--- src/rtl/pstate_seq_pkg.sv ---
package pstate_seq_pkg;
  typedef struct packed {
    logic load;      // latch clamped target ratio and target vid
    logic applyWr;   // apply written ratio immediately (downward move)
    logic applyTgt;  // apply latched target ratio at the end
    logic step;      // move vid one code toward target
  } seqStrb_t;
endpackage

--- src/rtl/pstate_seq_dp.sv ---
module pstate_seq_dp
  import pstate_seq_pkg::*;
#(
  parameter int RATIO_W   = 5,
  parameter int VID_W     = 7,
  parameter int MAX_RATIO = 20,
  parameter int DEF_RATIO = 10,
  parameter int DEF_VID   = 48
) (
  input  logic               clk,
  input  logic               rstN,
  input  seqStrb_t           strb,
  input  logic [RATIO_W-1:0] wrRatio,
  input  logic [VID_W-1:0]   wrVid,
  output logic               ratioDown,
  output logic               vidAtTgt,
  output logic [VID_W-1:0]   vidOut,
  output logic [RATIO_W-1:0] coreRatio
);
  localparam logic [RATIO_W-1:0] MaxR = RATIO_W'(MAX_RATIO);
  localparam logic [RATIO_W-1:0] DefR = RATIO_W'(DEF_RATIO);
  localparam logic [VID_W-1:0]   DefV = VID_W'(DEF_VID);

  logic [RATIO_W-1:0] clampRatio, tgtRatio, curRatio;
  logic [VID_W-1:0]   tgtVid, curVid;
  logic               vidUp;

  assign clampRatio = (wrRatio > MaxR) ? MaxR : wrRatio;
  assign ratioDown  = clampRatio < curRatio;
  assign vidAtTgt   = curVid == tgtVid;
  assign vidUp      = tgtVid > curVid;
  assign vidOut     = curVid;
  assign coreRatio  = curRatio;

  always_ff @(posedge clk) begin
    if (!rstN) begin
      tgtRatio <= DefR;
      tgtVid   <= DefV;
      curRatio <= DefR;
      curVid   <= DefV;
    end else begin
      if (strb.load) begin
        tgtRatio <= clampRatio;
        tgtVid   <= wrVid;
      end
      if (strb.applyWr)  curRatio <= clampRatio;
      if (strb.applyTgt) curRatio <= tgtRatio;
      if (strb.step)     curVid   <= vidUp ? curVid + 1'b1 : curVid - 1'b1;
    end
  end


  ratio_max_chk: assert property (@(posedge clk) disable iff (!rstN)
    curRatio <= MaxR);

  vid_step_chk: assert property (@(posedge clk) disable iff (!rstN)
    !$stable(curVid) |-> (curVid == $past(curVid) + 1'b1 || curVid == $past(curVid) - 1'b1));

  ratio_up_chk: assert property (@(posedge clk) disable iff (!rstN)
    (curRatio > $past(curRatio)) |-> (curVid == tgtVid));
endmodule

--- src/rtl/pstate_seq_ctrl.sv ---
module pstate_seq_ctrl
  import pstate_seq_pkg::*;
#(
  parameter int DWELL_W = 4
) (
  input  logic               clk,
  input  logic               rstN,
  input  logic               wrEn,
  input  logic [DWELL_W-1:0] dwellCycles,
  input  logic               ratioDown,
  input  logic               vidAtTgt,
  output seqStrb_t           strb,
  output logic               busy
);
  typedef enum logic {S_IDLE, S_STEP} seqState_t;
  seqState_t state;
  logic [DWELL_W-1:0] dwellCnt;

  assign busy = (state == S_STEP);

  always_comb begin
    strb = '0;
    if (state == S_IDLE) begin
      if (wrEn) begin
        strb.load    = 1'b1;
        strb.applyWr = ratioDown;
      end
    end else if (dwellCnt == '0) begin
      if (vidAtTgt) strb.applyTgt = 1'b1;
      else          strb.step     = 1'b1;
    end
  end

  always_ff @(posedge clk) begin
    if (!rstN) begin
      state    <= S_IDLE;
      dwellCnt <= '0;
    end else begin
      unique case (state)
        S_IDLE: if (wrEn) begin
          state    <= S_STEP;
          dwellCnt <= '0;
        end
        S_STEP: begin
          if (dwellCnt != '0)  dwellCnt <= dwellCnt - 1'b1;
          else if (vidAtTgt)   state    <= S_IDLE;
          else                 dwellCnt <= dwellCycles;
        end
        default: state <= S_IDLE;
      endcase
    end
  end


  busy_hold_chk: assert property (@(posedge clk) disable iff (!rstN)
    (busy && !vidAtTgt) |=> busy);

  busy_fall_chk: assert property (@(posedge clk) disable iff (!rstN)
    $fell(busy) |-> vidAtTgt);
endmodule

--- src/rtl/pstate_seq.sv ---
module pstate_seq
  import pstate_seq_pkg::*;
#(
  parameter int RATIO_W   = 5,
  parameter int VID_W     = 7,
  parameter int DWELL_W   = 4,
  parameter int MAX_RATIO = 20,
  parameter int DEF_RATIO = 10,
  parameter int DEF_VID   = 48
) (
  input  logic               clk,
  input  logic               rstN,
  input  logic               wrEn,
  input  logic [RATIO_W-1:0] wrRatio,
  input  logic [VID_W-1:0]   wrVid,
  input  logic [DWELL_W-1:0] dwellCycles,
  output logic [VID_W-1:0]   vidOut,
  output logic [RATIO_W-1:0] coreRatio,
  output logic               busy
);
  seqStrb_t strb;
  logic ratioDown, vidAtTgt;

  pstate_seq_ctrl #(.DWELL_W(DWELL_W)) u_ctrl (
    .clk(clk), .rstN(rstN), .wrEn(wrEn), .dwellCycles(dwellCycles),
    .ratioDown(ratioDown), .vidAtTgt(vidAtTgt), .strb(strb), .busy(busy)
  );

  pstate_seq_dp #(
    .RATIO_W(RATIO_W), .VID_W(VID_W), .MAX_RATIO(MAX_RATIO),
    .DEF_RATIO(DEF_RATIO), .DEF_VID(DEF_VID)
  ) u_dp (
    .clk(clk), .rstN(rstN), .strb(strb), .wrRatio(wrRatio), .wrVid(wrVid),
    .ratioDown(ratioDown), .vidAtTgt(vidAtTgt), .vidOut(vidOut), .coreRatio(coreRatio)
  );
endmodule

--- config.mk ---
export PLATFORM = sky130hd
export DESIGN_NAME = pstate_seq
export DESIGN_NICKNAME = d
export VERILOG_FILES = /design/src/rtl/pstate_seq_pkg.sv /design/src/rtl/pstate_seq_dp.sv /design/src/rtl/pstate_seq_ctrl.sv /design/src/rtl/pstate_seq.sv
export SDC_FILE = /design/constraint.sdc
export NUM_CORES = 1
export LEC_CHECK = 0
export ABC_CLOCK_PERIOD_IN_PS = 3240
export BUFFER_PORTS_ARGS = -buffer_cell sky130_fd_sc_hd__buf_2
export CORE_ASPECT_RATIO = 1.4
export CORE_MARGIN = 10
export CORE_UTILIZATION = 40
export DETAILED_ROUTE_END_ITERATION = 10
export PLACE_DENSITY = 0.6
export SLEW_MARGIN = 5
export SYNTH_ARGS = -nofsm -noshare
export SYNTH_HDL_FRONTEND = slang
export SYNTH_SLANG_ARGS = --single-unit
--- constraint.sdc ---
create_clock -name clk -period 3.24 [get_ports clk]
set_input_delay 0.648 -clock clk [delete_from_list [all_inputs] [get_ports clk]]
set_output_delay 0.648 -clock clk [all_outputs]
set_load 0.01 [all_outputs]
======== After elaboration in Yosys (flattened, before gate mapping) ========
Index checks and enable logic that the tools add are counted.
word-level totals
  flip-flop bits (word level) ............. 29
  input port bits ......................... 19
  word-level logic and storage cells ...... 37
  output and inout bits ................... 13
cells by class
  magnitude comparators ................... 3
  bitwise gates (word level) .............. 1
  reduce and logical (&&, ||, !) cells .... 4
  multiplexer cells ....................... 17
  equal/unequal tests ..................... 3
  $add $sub $neg .......................... 3
operators by type and width
  kind                 count
  $mux 5               3
  $mux 4               3
  $mux 2               4
  $pmux 4 s2           1
  $add 7x1->7 const B  1
  $eq 7x7->1           1
  $gt 7x7->1           1
  $mux 7               1
  $sub 7x1->7 const B  1
  $gt 5x5->1 const B   1
  $lt 5x5->1           1
  $logic_not 4->1      1
  $mux 1               4
  $reduce_bool 4->1    1
  $sub 4x1->4 const B  1
  $ne 3x3->1 const B   1
  $ne 2x2->1 const B   1
  $pmux 1 s2           1
  $reduce_and 2->1     1
  $reduce_bool 2->1    1
  $not 1->1            1

======== Logic depth before layout (Yosys ltp) ========
  word-level depth ........................ 7
  depth in mapped cells ................... 11
  depth with buffers taken out ............ 11

======== By module ========
Synthesis repeated with hierarchy kept, for this count alone.
second synthesis, totals
  cells, all modules ...................... 212
  area, all modules ....................... 1,834.3 µm²
modules (own cells, without submodules)
  module           cells an instance  instances  area an instance (µm²)  sequential area each (µm²)
  pstate_seq_dp    168                1          1,472.7                 480.5
  pstate_seq_ctrl  44                 1          361.6                   100.1

======== Worst setup path after synthesis ========
OpenSTA, ideal clock, no wires.
  path type ............................... register -> register
  from .................................... reg u_dp.curVid[4] (netlist: u_dp.vidOut[4])
  to ...................................... reg u_dp.curVid[6] (netlist: u_dp.vidOut[6])
  path buffers ............................ 0
  clock period less this slack ............ 3.083 ns
  data arrival time ....................... 3.011 ns
  setup time .............................. 0.072 ns
  path slack .............................. 0.157 ns
  data required time ...................... 3.168 ns
  stages on the path, launching flop included .. 12
  cells stage by stage .................... dfxtp_1 > inv_1 > ha_1 > a211oi_1 > nor2_1 > o31ai_1 > fa_1 > a211oi_1 > o21a_1 > or3_1 > mux2i_1 > mux2i_1
on the way
  cells in the longest elaborated chain, start to end .. 4
  elaborated cells between the ends (all ways) .. 8
  those cells by class .................... add/sub: 2; order compare: 1; eq/ne: 1; mux: 4
ends and longest elaborated chain
  what                                                                 line                 RTL
  start: declaration                                                   pstate_seq_dp.sv:25  logic [VID_W-1:0] tgtVid, curVid;
  start signal: assignment                                             pstate_seq_dp.sv:40  curVid <= DefV;
  start signal: assignment                                             pstate_seq_dp.sv:48  if (strb.step) curVid <= vidUp ? curVid + 1'b1 : curVid - 1'b1;
  parallel branches: the longest is 4 deep, another holds $sub 7x1->7  -
Several ways; the timed one is not identified.
A chain may end at the register's enable or synchronous reset.

======== Worst setup path after layout ========
  from .................................... reg u_dp.curVid[5] (netlist: u_dp.vidOut[5])
  to ...................................... reg u_dp.curVid[6] (netlist: u_dp.vidOut[6])
The elaborated chain is that of the path after synthesis.

==> impl_results.md <==
- Die X: 75.77 um
- Maximum vdd drop: 0.0007176 V
- Outcome: complete, no violations
- Crit. Startpoint: u_dp.vidOut[5]
- Synthesized area: around 1700 um^2
- Largest net degree at the start of global routing: 17
- Syn_area_per_cell: 8.254 um^2
- GPL Wtd Cong: 0.8452
- Routed vias/inst: 5.274
- Crit. End Element: register
- Critical path peak fanout: 8
- Worst skew pair latency: 0.28 ns
- Drt total wl: ~4.2 mm
- Slew Viols, Final: 0
- Vias in the first global route: ~1.6k
- RSZ-0062 raised after global routing: no
- Fmax: about 0.34 GHz
- Yosys reg bits: 29
- Top cells by area, synth: dfxtp_1, ha_1, nand2_1
- Htree depth: 2
- Pre-antenna DRT Iters: 4
- Crit start category: register
- Cells after synthesis: 211
- Placed Cells: approximately 290
- Unique masters post-synth: between 40 and 50
- Placed Area: 1986 um^2
- Layout cells sized above 1: 21.12%
- Final nets: 289
- Non-Filler Instances: 296
- Area share of the largest cell type after synthesis: 33.33%
- Gr usage total: 12.08%
- Die area: 7431 um^2
- Final Hold Viols: 0
- GRT overflow: 0
- Post-route antenna net violation count: 0
- Pin slew with the least headroom to its limit: 0.9257 ns
- Register area share after synthesis: 33.33%
- Leak Pwr: 0.001020 uW
- Buffers on Ports: 31
- Reg2reg start: u_dp.vidOut[5]
- Postcts setup bufs: 0
- MaxCap Viol Count: 0
- Min Clock Period, post-route: 2.913 ns
- CP arrival: roughly 3.1 ns
- # hold bufs at CTS: 0
- DR WL/cell: 14.05 um
- Global-route wire length before repair: 7.017 mm
- Root buf cell: clkbuf_8
- DR iter-0 viols: 70
- Pwr Total: ~2100 uW
- CTS Buffer Depth: 2
- I/O pin total: 32
- Area leader, netlist: dfxtp_1
- Starting Density: 41.43%
- Final-report setup violation count: 0
- TritonCTS Buffers: 5
- Final period util: 89.90%
- Rows: 28
- CORE AREA: 4204 um^2
- Pwr/cell area: between 900 and 1000 nW/um^2
- Fill count: 428
- Rel. slew slack: 38.16%
- CTS tree: yes
- Sink Count: 29
- Die height: 98.08 um
- Hold_ws: 0.4558 ns
- Clock transition at path regs: 0.06 ns
- Syn nets: 250
- Via count: 1561
- Critical path class: reg -> reg
- Hold_sp: u_dp.tgtRatio[0]
- Layout area overhead: 21.48%
- Initial antenna violation count: 0
- Worst Clk Skew: 0.004691 ns
- Ys Warns: 0
- Final instance area: 2116 um^2
- Drt drc: 0
- Worst hold path type: reg -> reg
- Detailed placer's ending HPWL: 3.247 mm
- Worst Path Required: between 3 and 4 ns
- N_diodes: 0
worst paths after layout:
path | end | depth (start not counted) | slack (ns)
setup reg to reg | u_dp.vidOut[6] | 12 | 0.33
setup / recovery | u_dp.vidOut[6] | 12 | 0.33
hold reg to reg | u_dp.coreRatio[0] | 2 | 0.46
hold / removal | u_dp.coreRatio[0] | 2 | 0.46
per-stage QoR:
step	worst slack (ns)	utilization [%]	setup TNS [ns]
2_1_floorplan	0.1571	-	0
5_1_grt	0.1041	50.33	0
3_5_place_dp	-0.1761	47.23	-0.2333
4_1_cts	0.1636	50.12	0
6_report	0.3272	50.33	0
3_3_place_gp	-0.08580	47.23	-0.09833
cell families (layout without fill, tap and decap cells):
| kind of cell | after synthesis | in the layout | synth area share (%) |
|---|---|---|---|
| simple gates | 76 | 76 | 20.26 |
| compound gates | 49 | 49 | 18.75 |
| flops | 29 | 29 | 33.33 |
| buf+inv | 23 | 63 | 5.028 |
| fa+ha+maj | 20 | 20 | 14.80 |
| mux | 9 | 9 | 5.316 |
| xor+xnor | 5 | 5 | 2.515 |
layout by cell type, fill, tap and decap left out, types with 2 or more instances in the layout:
cell	n
a211oi_1	4
a21o_1	4
a21oi_1	16
a2bb2oi_1	2
and2_1	3
buf_2	31
buf_4	8
clkbuf_8	6
dfxtp_1	29
ha_1	19
inv_1	15
mux2_2	2
mux2i_1	7
nand2_1	34
nand2b_1	2
nand3_1	5
nand4_1	2
nor2_1	17
nor2b_1	2
nor3_1	3
o211ai_1	2
o21a_1	2
o21ai_0	8
o22a_1	2
o22ai_1	3
or3_1	2
xnor2_1	3
xor2_1	2
metal layers:
layer	vias up	share of wire, %	global-route usage (%)
met1	706	42	12.37
met5	-	0	0
met3	9	5.8	4.154
li1	814	-	-
met2	32	50	20.60
met4	0	2.2	6.313
sequential cells by signal, indices dropped and copies added, names as in the netlist:
register         flops
u_ctrl.dwellCnt      4
u_dp.tgtVid          7
u_dp.coreRatio       5
u_dp.tgtRatio        5
u_dp.vidOut          7
u_ctrl.busy          1
area by class of cell:
| class | count | area [um^2] | area share, % |
|---|---|---|---|
| well taps | 45 | 56.30 | 2.661 |
| repair buffers | 39 | 215.2 | 10.17 |
| flip-flops and latches | 29 | 580.6 | 27.44 |
| multi-input cells | 159 | 1087 | 51.39 |
| clock buffers | 7 | 86.33 | 4.080 |
| clock inverters | 1 | 30.03 | 1.419 |
| inverters | 16 | 60.06 | 2.839 |
critical path: stages, from the launching register on:
cell,delay (ns)
dfxtp_1,0.39
inv_1,0.06
ha_1,0.29
nand4_1,0.12
buf_4,0.17
or2_2,0.34
o31ai_4,0.14
fa_1,0.33
a211oi_1,0.11
o21a_1,0.21
or3_1,0.34
mux2i_1,0.17
mux2i_1,0.19
cells in the mapped netlist:
| library cell | number |
|---|---|
| nor2b_1 | 2 |
| nand2b_1 | 2 |
| o211ai_1 | 2 |
| o221ai_2 | 1 |
| o22ai_1 | 3 |
| dfxtp_1 | 29 |
| fa_1 | 1 |
| nand3b_1 | 1 |
| nor3b_1 | 1 |
| mux2_2 | 2 |
| o21ai_0 | 8 |
| or3_1 | 2 |
| inv_1 | 15 |
| ha_1 | 19 |
| nor3b_4 | 1 |
| clkbuf_1 | 6 |
| buf_2 | 1 |
| o311ai_1 | 1 |
| nand4_1 | 2 |
| a21oi_1 | 16 |
| nor2_1 | 17 |
| nand2_1 | 34 |
| xnor2_1 | 3 |
| o22a_1 | 2 |
| nor4_1 | 1 |
| o21bai_1 | 1 |
| o31ai_1 | 1 |
| o41ai_2 | 1 |
| and2_1 | 3 |
| o21a_1 | 2 |
| a211oi_1 | 4 |
| a21boi_0 | 1 |
| and3_1 | 1 |
| or2_2 | 1 |
| a2bb2oi_1 | 2 |
| nand3_1 | 5 |
| a21o_1 | 4 |
| clkinv_1 | 1 |
| nor3_1 | 3 |
| xor2_1 | 2 |
| mux2i_1 | 7 |
repair_timing:
| action | CTS | global route |
|---|---|---|
| setup endpoints to repair | 2 | 1 |
| resized for setup | 1 | 1 |
| pin swaps | 0 | 0 |
power breakdown:
group          total (uW)  switching (uW)  internal (uW)
Sequential            496            65.7            430
Combinational        1190             645            541
Clock                 390             140            250
No activity file was read; power rests on OpenSTA's default activity.
